`src/rtl/la_pkg.sv`:
```
`timescale 1ns/1ps
package la_pkg;
  // generate / propagate pair formed by one bit cell
  typedef struct packed {
    logic gen;
    logic prop;
  } pg_t;

  localparam int unsigned DEF_SLICE_W    = 4;
  localparam int unsigned DEF_NUM_SLICES = 4;
endpackage

```
`src/rtl/la_pg_cell.sv`:
```
`timescale 1ns/1ps
module la_pg_cell
  import la_pkg::*;
(
  input  logic bit_a,
  input  logic bit_b,
  output pg_t  pg
);
  always_comb begin
    pg.gen  = bit_a & bit_b;
    pg.prop = bit_a ^ bit_b;
  end
endmodule

```
`src/rtl/la_carry_unit.sv`:
```
`timescale 1ns/1ps
// Flat two-level lookahead: every carry is a sum of products of g, p and cin.
module la_carry_unit #(
  parameter int unsigned N = 4
) (
  input  logic [N-1:0] gen_in,
  input  logic [N-1:0] prop_in,
  input  logic         cin,
  output logic [N:1]   carry,
  output logic         grp_gen,
  output logic         grp_prop
);
  logic [N:1] carry_v;
  logic       grp_gen_v;

  always_comb begin
    logic acc;
    logic prod;
    for (int i = 0; i < N; i++) begin
      acc = gen_in[i];
      for (int j = 0; j < i; j++) begin
        prod = gen_in[j];
        for (int k = j + 1; k <= i; k++) prod = prod & prop_in[k];
        acc = acc | prod;
      end
      prod = cin;
      for (int k = 0; k <= i; k++) prod = prod & prop_in[k];
      carry_v[i+1] = acc | prod;
    end
  end

  // group generate: the top-carry product terms without the carry-in term
  always_comb begin
    logic acc;
    logic prod;
    acc = gen_in[N-1];
    for (int j = 0; j < N - 1; j++) begin
      prod = gen_in[j];
      for (int k = j + 1; k < N; k++) prod = prod & prop_in[k];
      acc = acc | prod;
    end
    grp_gen_v = acc;
  end

  assign carry    = carry_v;
  assign grp_gen  = grp_gen_v;
  assign grp_prop = &prop_in;

  // top carry is consistent with the group pair
  always_comb begin
    a_r6_carry_from_group: assert (carry[N] == (grp_gen | (grp_prop & cin)))
      else $error("R6 top carry disagrees with group generate/propagate");
  end
endmodule

```
`src/rtl/la_slice.sv`:
```
`timescale 1ns/1ps
module la_slice
  import la_pkg::*;
#(
  parameter int unsigned W = DEF_SLICE_W
) (
  input  logic [W-1:0] a,
  input  logic [W-1:0] b,
  input  logic         cin,
  output logic [W-1:0] sum,
  output logic         cout,
  output logic         grp_gen,
  output logic         grp_prop
);
  pg_t        pg [W];
  logic [W-1:0] g_vec;
  logic [W-1:0] p_vec;
  logic [W:1]   c_int;
  logic [W-1:0] c_bit;

  for (genvar i = 0; i < W; i++) begin : g_bit
    la_pg_cell u_cell (
      .bit_a (a[i]),
      .bit_b (b[i]),
      .pg    (pg[i])
    );
    assign g_vec[i] = pg[i].gen;
    assign p_vec[i] = pg[i].prop;
  end

  la_carry_unit #(.N(W)) u_look (
    .gen_in   (g_vec),
    .prop_in  (p_vec),
    .cin      (cin),
    .carry    (c_int),
    .grp_gen  (grp_gen),
    .grp_prop (grp_prop)
  );

  assign c_bit = {c_int[W-1:1], cin};
  assign sum   = p_vec ^ c_bit;
  assign cout  = c_int[W];

  // slice result matches an arithmetic reference
  logic [W:0] slice_ref;
  always_comb begin
    slice_ref = {1'b0, a} + {1'b0, b} + {{W{1'b0}}, cin};
    a_r1_slice_sum: assert ({cout, sum} == slice_ref)
      else $error("R1 slice sum mismatch");
  end
endmodule

```
`src/rtl/lookahead_adder.sv`:
```
`timescale 1ns/1ps
module lookahead_adder
  import la_pkg::*;
#(
  parameter int unsigned SLICE_W    = DEF_SLICE_W,
  parameter int unsigned NUM_SLICES = DEF_NUM_SLICES
) (
  input  logic [SLICE_W*NUM_SLICES-1:0] a_in,
  input  logic [SLICE_W*NUM_SLICES-1:0] b_in,
  input  logic                          carry_in,
  output logic [SLICE_W*NUM_SLICES-1:0] sum_out,
  output logic                          carry_out,
  output logic                          grp_gen_out,
  output logic                          grp_prop_out
);
  localparam int unsigned WIDTH = SLICE_W * NUM_SLICES;

  logic [NUM_SLICES-1:0] slice_g;
  logic [NUM_SLICES-1:0] slice_p;
  logic [NUM_SLICES-1:0] slice_co;
  logic [NUM_SLICES-1:0] slice_ci;
  logic [NUM_SLICES:1]   lvl2_carry;

  for (genvar k = 0; k < NUM_SLICES; k++) begin : g_slice
    if (k == 0) begin : g_first
      assign slice_ci[k] = carry_in;
    end else begin : g_rest
      assign slice_ci[k] = lvl2_carry[k];
    end
    la_slice #(.W(SLICE_W)) u_slice (
      .a        (a_in[k*SLICE_W +: SLICE_W]),
      .b        (b_in[k*SLICE_W +: SLICE_W]),
      .cin      (slice_ci[k]),
      .sum      (sum_out[k*SLICE_W +: SLICE_W]),
      .cout     (slice_co[k]),
      .grp_gen  (slice_g[k]),
      .grp_prop (slice_p[k])
    );
  end

  la_carry_unit #(.N(NUM_SLICES)) u_lvl2 (
    .gen_in   (slice_g),
    .prop_in  (slice_p),
    .cin      (carry_in),
    .carry    (lvl2_carry),
    .grp_gen  (grp_gen_out),
    .grp_prop (grp_prop_out)
  );

  assign carry_out = lvl2_carry[NUM_SLICES];

  logic [WIDTH:0] full_ref;
  logic [WIDTH:0] nocin_ref;
  always_comb begin
    full_ref  = {1'b0, a_in} + {1'b0, b_in} + {{WIDTH{1'b0}}, carry_in};
    nocin_ref = {1'b0, a_in} + {1'b0, b_in};
    a_r2_full_sum: assert ({carry_out, sum_out} == full_ref)
      else $error("R2 full sum mismatch");
    a_r3_group_gen: assert (grp_gen_out == nocin_ref[WIDTH])
      else $error("R3 group generate mismatch");
    a_r4_group_prop: assert (grp_prop_out == (&(a_in ^ b_in)))
      else $error("R4 group propagate mismatch");
    for (int k = 0; k < NUM_SLICES; k++) begin
      a_r7_slice_carry: assert (slice_co[k] == lvl2_carry[k+1])
        else $error("R7 slice carry disagrees with second-level carry");
    end
  end
endmodule

```
`config.mk`:
```
export PLATFORM = sky130hd
export DESIGN_NAME = lookahead_adder
export DESIGN_NICKNAME = d
export VERILOG_FILES = /design/src/rtl/la_pkg.sv /design/src/rtl/la_pg_cell.sv /design/src/rtl/la_carry_unit.sv /design/src/rtl/la_slice.sv /design/src/rtl/lookahead_adder.sv
export SDC_FILE = /design/constraint.sdc
export NUM_CORES = 1
export LEC_CHECK = 0
export BUFFER_PORTS_ARGS = -buffer_cell sky130_fd_sc_hd__clkbuf_2
export CAP_MARGIN = 25
export CORE_MARGIN = 2
export CORE_UTILIZATION = 39
export DETAILED_ROUTE_END_ITERATION = 7
export PLACE_DENSITY = 0.81
export SYNTH_ARGS = -nofsm -noshare
export SYNTH_HDL_FRONTEND = slang
export SYNTH_SLANG_ARGS = --single-unit
```
`constraint.sdc`:
```
create_clock -name vclk -period 2.7
set_input_delay 0.54 -clock vclk [all_inputs]
set_output_delay 0.54 -clock vclk [all_outputs]
set_load 0.02 [all_outputs]
```
==> run summary <==
Status -> finished with violations
Failing checks -> negative setup slack
Drt wl/cell -> 13.5 um
Worst EP required -> 2.16 ns
Slew margin rel. -> 72.9%
Post-layout util -> 88.0%
Leading area contributor after synthesis -> ha_1
Place WS -> -0.315 ns
Layout cell share with drive strength beyond 1 -> 66.7%
Synth-to-layout area growth -> 114%
Routed via count -> 967
Filler cells -> 88
Die area -> 0.00216 mm2
Initial antenna violation count -> 0
Synthesis Warnings -> 0
Netlist Area Pre-Place -> 703 um2
1st-iter DRT viols -> 3
Seq Cell Count -> 0
Diode count -> 0
Post-layout total power -> 0.468 mW
Vias per cell -> 5.01
PortBufs -> 52
Post-Syn Area per Cell -> 8.27 um2
Site Rows -> 15
GR Util All Layers -> 23.1%
Fin. max-slew vios -> 0
RSZ-0062 raised after global routing -> yes
Final Cycle Share -> 110%
Lkg Pwr -> 0.742 nW
First-pass iteration count of the detailed router -> 4
Final WL -> 2600 um
PD cells -> 312 mW/mm2
Synth top area cells -> ha_1 (36%), fa_1 (11%), o21a_1 (8.5%)
Worst path arrival time -> 2.44 ns
Gr ovfl total -> 0
# IOs -> 52
Setup Viol. Count Final -> 9
Final hold violations -> 0
Largest net degree at the start of global routing -> 5
WL met3 -> 126 um
Crit Path Max Fanout -> 3
Max-cap violations -> 0
Post-DP Area -> 0.00127 mm2
Fmax -> 336 MHz
Register area -> 0 um2
Gpl congestion -> 0.782
Post-Synthesis Net Count -> 142
Met2 WL -> 1510 um
Final #Nets -> 227
Area share of the largest cell type after synthesis -> 35.6%
Post-synthesis sequential area ratio -> 0%
Setup ws final -> -0.278 ns
First-pass GRT wire length -> 3740 um
CP Launch Type -> primary input
Post-synth top cells -> ha_1 (20), nor2_1 (9), o21a_1 (8), a21oi_1 (7)
Worst-Margin Slew -> 0.404 ns
Post-Synthesis Cells -> 85
Crit Path Class -> primary input to output port
M1 wire length -> 962 um
Count leader, synth -> ha_1
Minimum clock period after layout -> 2.98 ns
Post-route cell area -> 0.00150 mm2
Clock buf count -> 0
Worst setup EP type -> output port
Die W -> 46.5 um
Hpwl dp -> 1890 um
Core Footprint -> 0.00171 mm2
DRT antenna net count -> 0
Initial Util -> 41.2%
Max IR drop VDD -> 0.278 mV
Die Y -> 46.5 um
Max Used Layer -> met3
Yosys cell types -> 21
Number of global-route vias before repair -> 920
HP Class -> primary input to output port
Drt drc -> 0
-- power by group --
group	switching, mW	internal [mW]	total [mW]
Sequential	0	0	0
Combinational	0.226	0.242	0.468
Clock	0	0	0
Total	0.226	0.242	0.468
-- placed cells by master, fill, tap and decap left out, drive strengths merged, types with 5 or more instances in the layout --
| cell | netlist | final |
|---|---|---|
| ha | 20 | 20 |
| inv | 5 | 5 |
| xnor2 | 5 | 5 |
| o21ai | 5 | 5 |
| nor2 | 9 | 9 |
| o21a | 8 | 8 |
| a21oi | 8 | 8 |
| clkbuf | 0 | 40 |
| buf | 0 | 43 |
-- area by class of cell --
| cell class | count | area [um2] | area share (%) |
|---|---|---|---|
| multi-input cells | 80 | 866 | 57.6 |
| well taps | 25 | 31.3 | 2.08 |
| repair buffers | 83 | 587 | 39.1 |
| inverters | 5 | 18.8 | 1.25 |
-- layer usage --
metal  GRT usage [%]  vias to the layer above
li1                -                      475
met5               0                        -
met3            2.35                        0
met1            25.4                      460
met4               0                        0
met2            48.6                       32
-- kinds of logic (layout without fill, tap and decap cells) --
family | Yosys count | after routing | share of synthesized area (%)
and+or+nand+nor | 22 | 22 | 14.6
xor gates and xnor gates | 8 | 8 | 9.96
AOI/OAI and AO/OA | 26 | 26 | 25.8
adders and majority gates | 24 | 24 | 47.0
buffers and inverters | 5 | 88 | 2.67
-- critical path: stages --
cell	delay, ns
buf_6	0.10
ha_4	0.24
a21oi_4	0.13
o221ai_2	0.14
a21oi_2	0.18
o21bai_1	0.10
ha_2	0.17
o21a_1	0.18
o21a_1	0.20
buf_4	0.14
buf_6	0.11
nor2_4	0.09
buf_8	0.12
-- path summary, 6_finish.rpt --
check | startpoint | endpoint | slack (ns) | cells past startpoint
min | b_in[12] | sum_out[12] | 1.52 | 3
max | b_in[1] | sum_out[14] | -0.28 | 13
-- per-stage QoR --
stage / cells / hold slack (ns) / TNS, ns
2_1_floorplan: 85 / 1.34 / -0.0818
3_3_place_gp: 188 / 1.50 / -1.41
3_5_place_dp: 188 / 1.50 / -1.70
4_1_cts: 191 / 1.50 / -1.32
5_1_grt: 193 / 1.54 / -1.98
6_report: 193 / 1.52 / -1.27
-- what timing repair did --
action | 4_1_cts | 5_1_grt
resized for setup | 24 | 26
endpoints found under the setup margin | 10 | 11
hold buffers | 0 | 0
buffers inserted | 4 | 2
pin swaps | 21 | 13
Note: power is estimated with default switching activity, not from simulation.
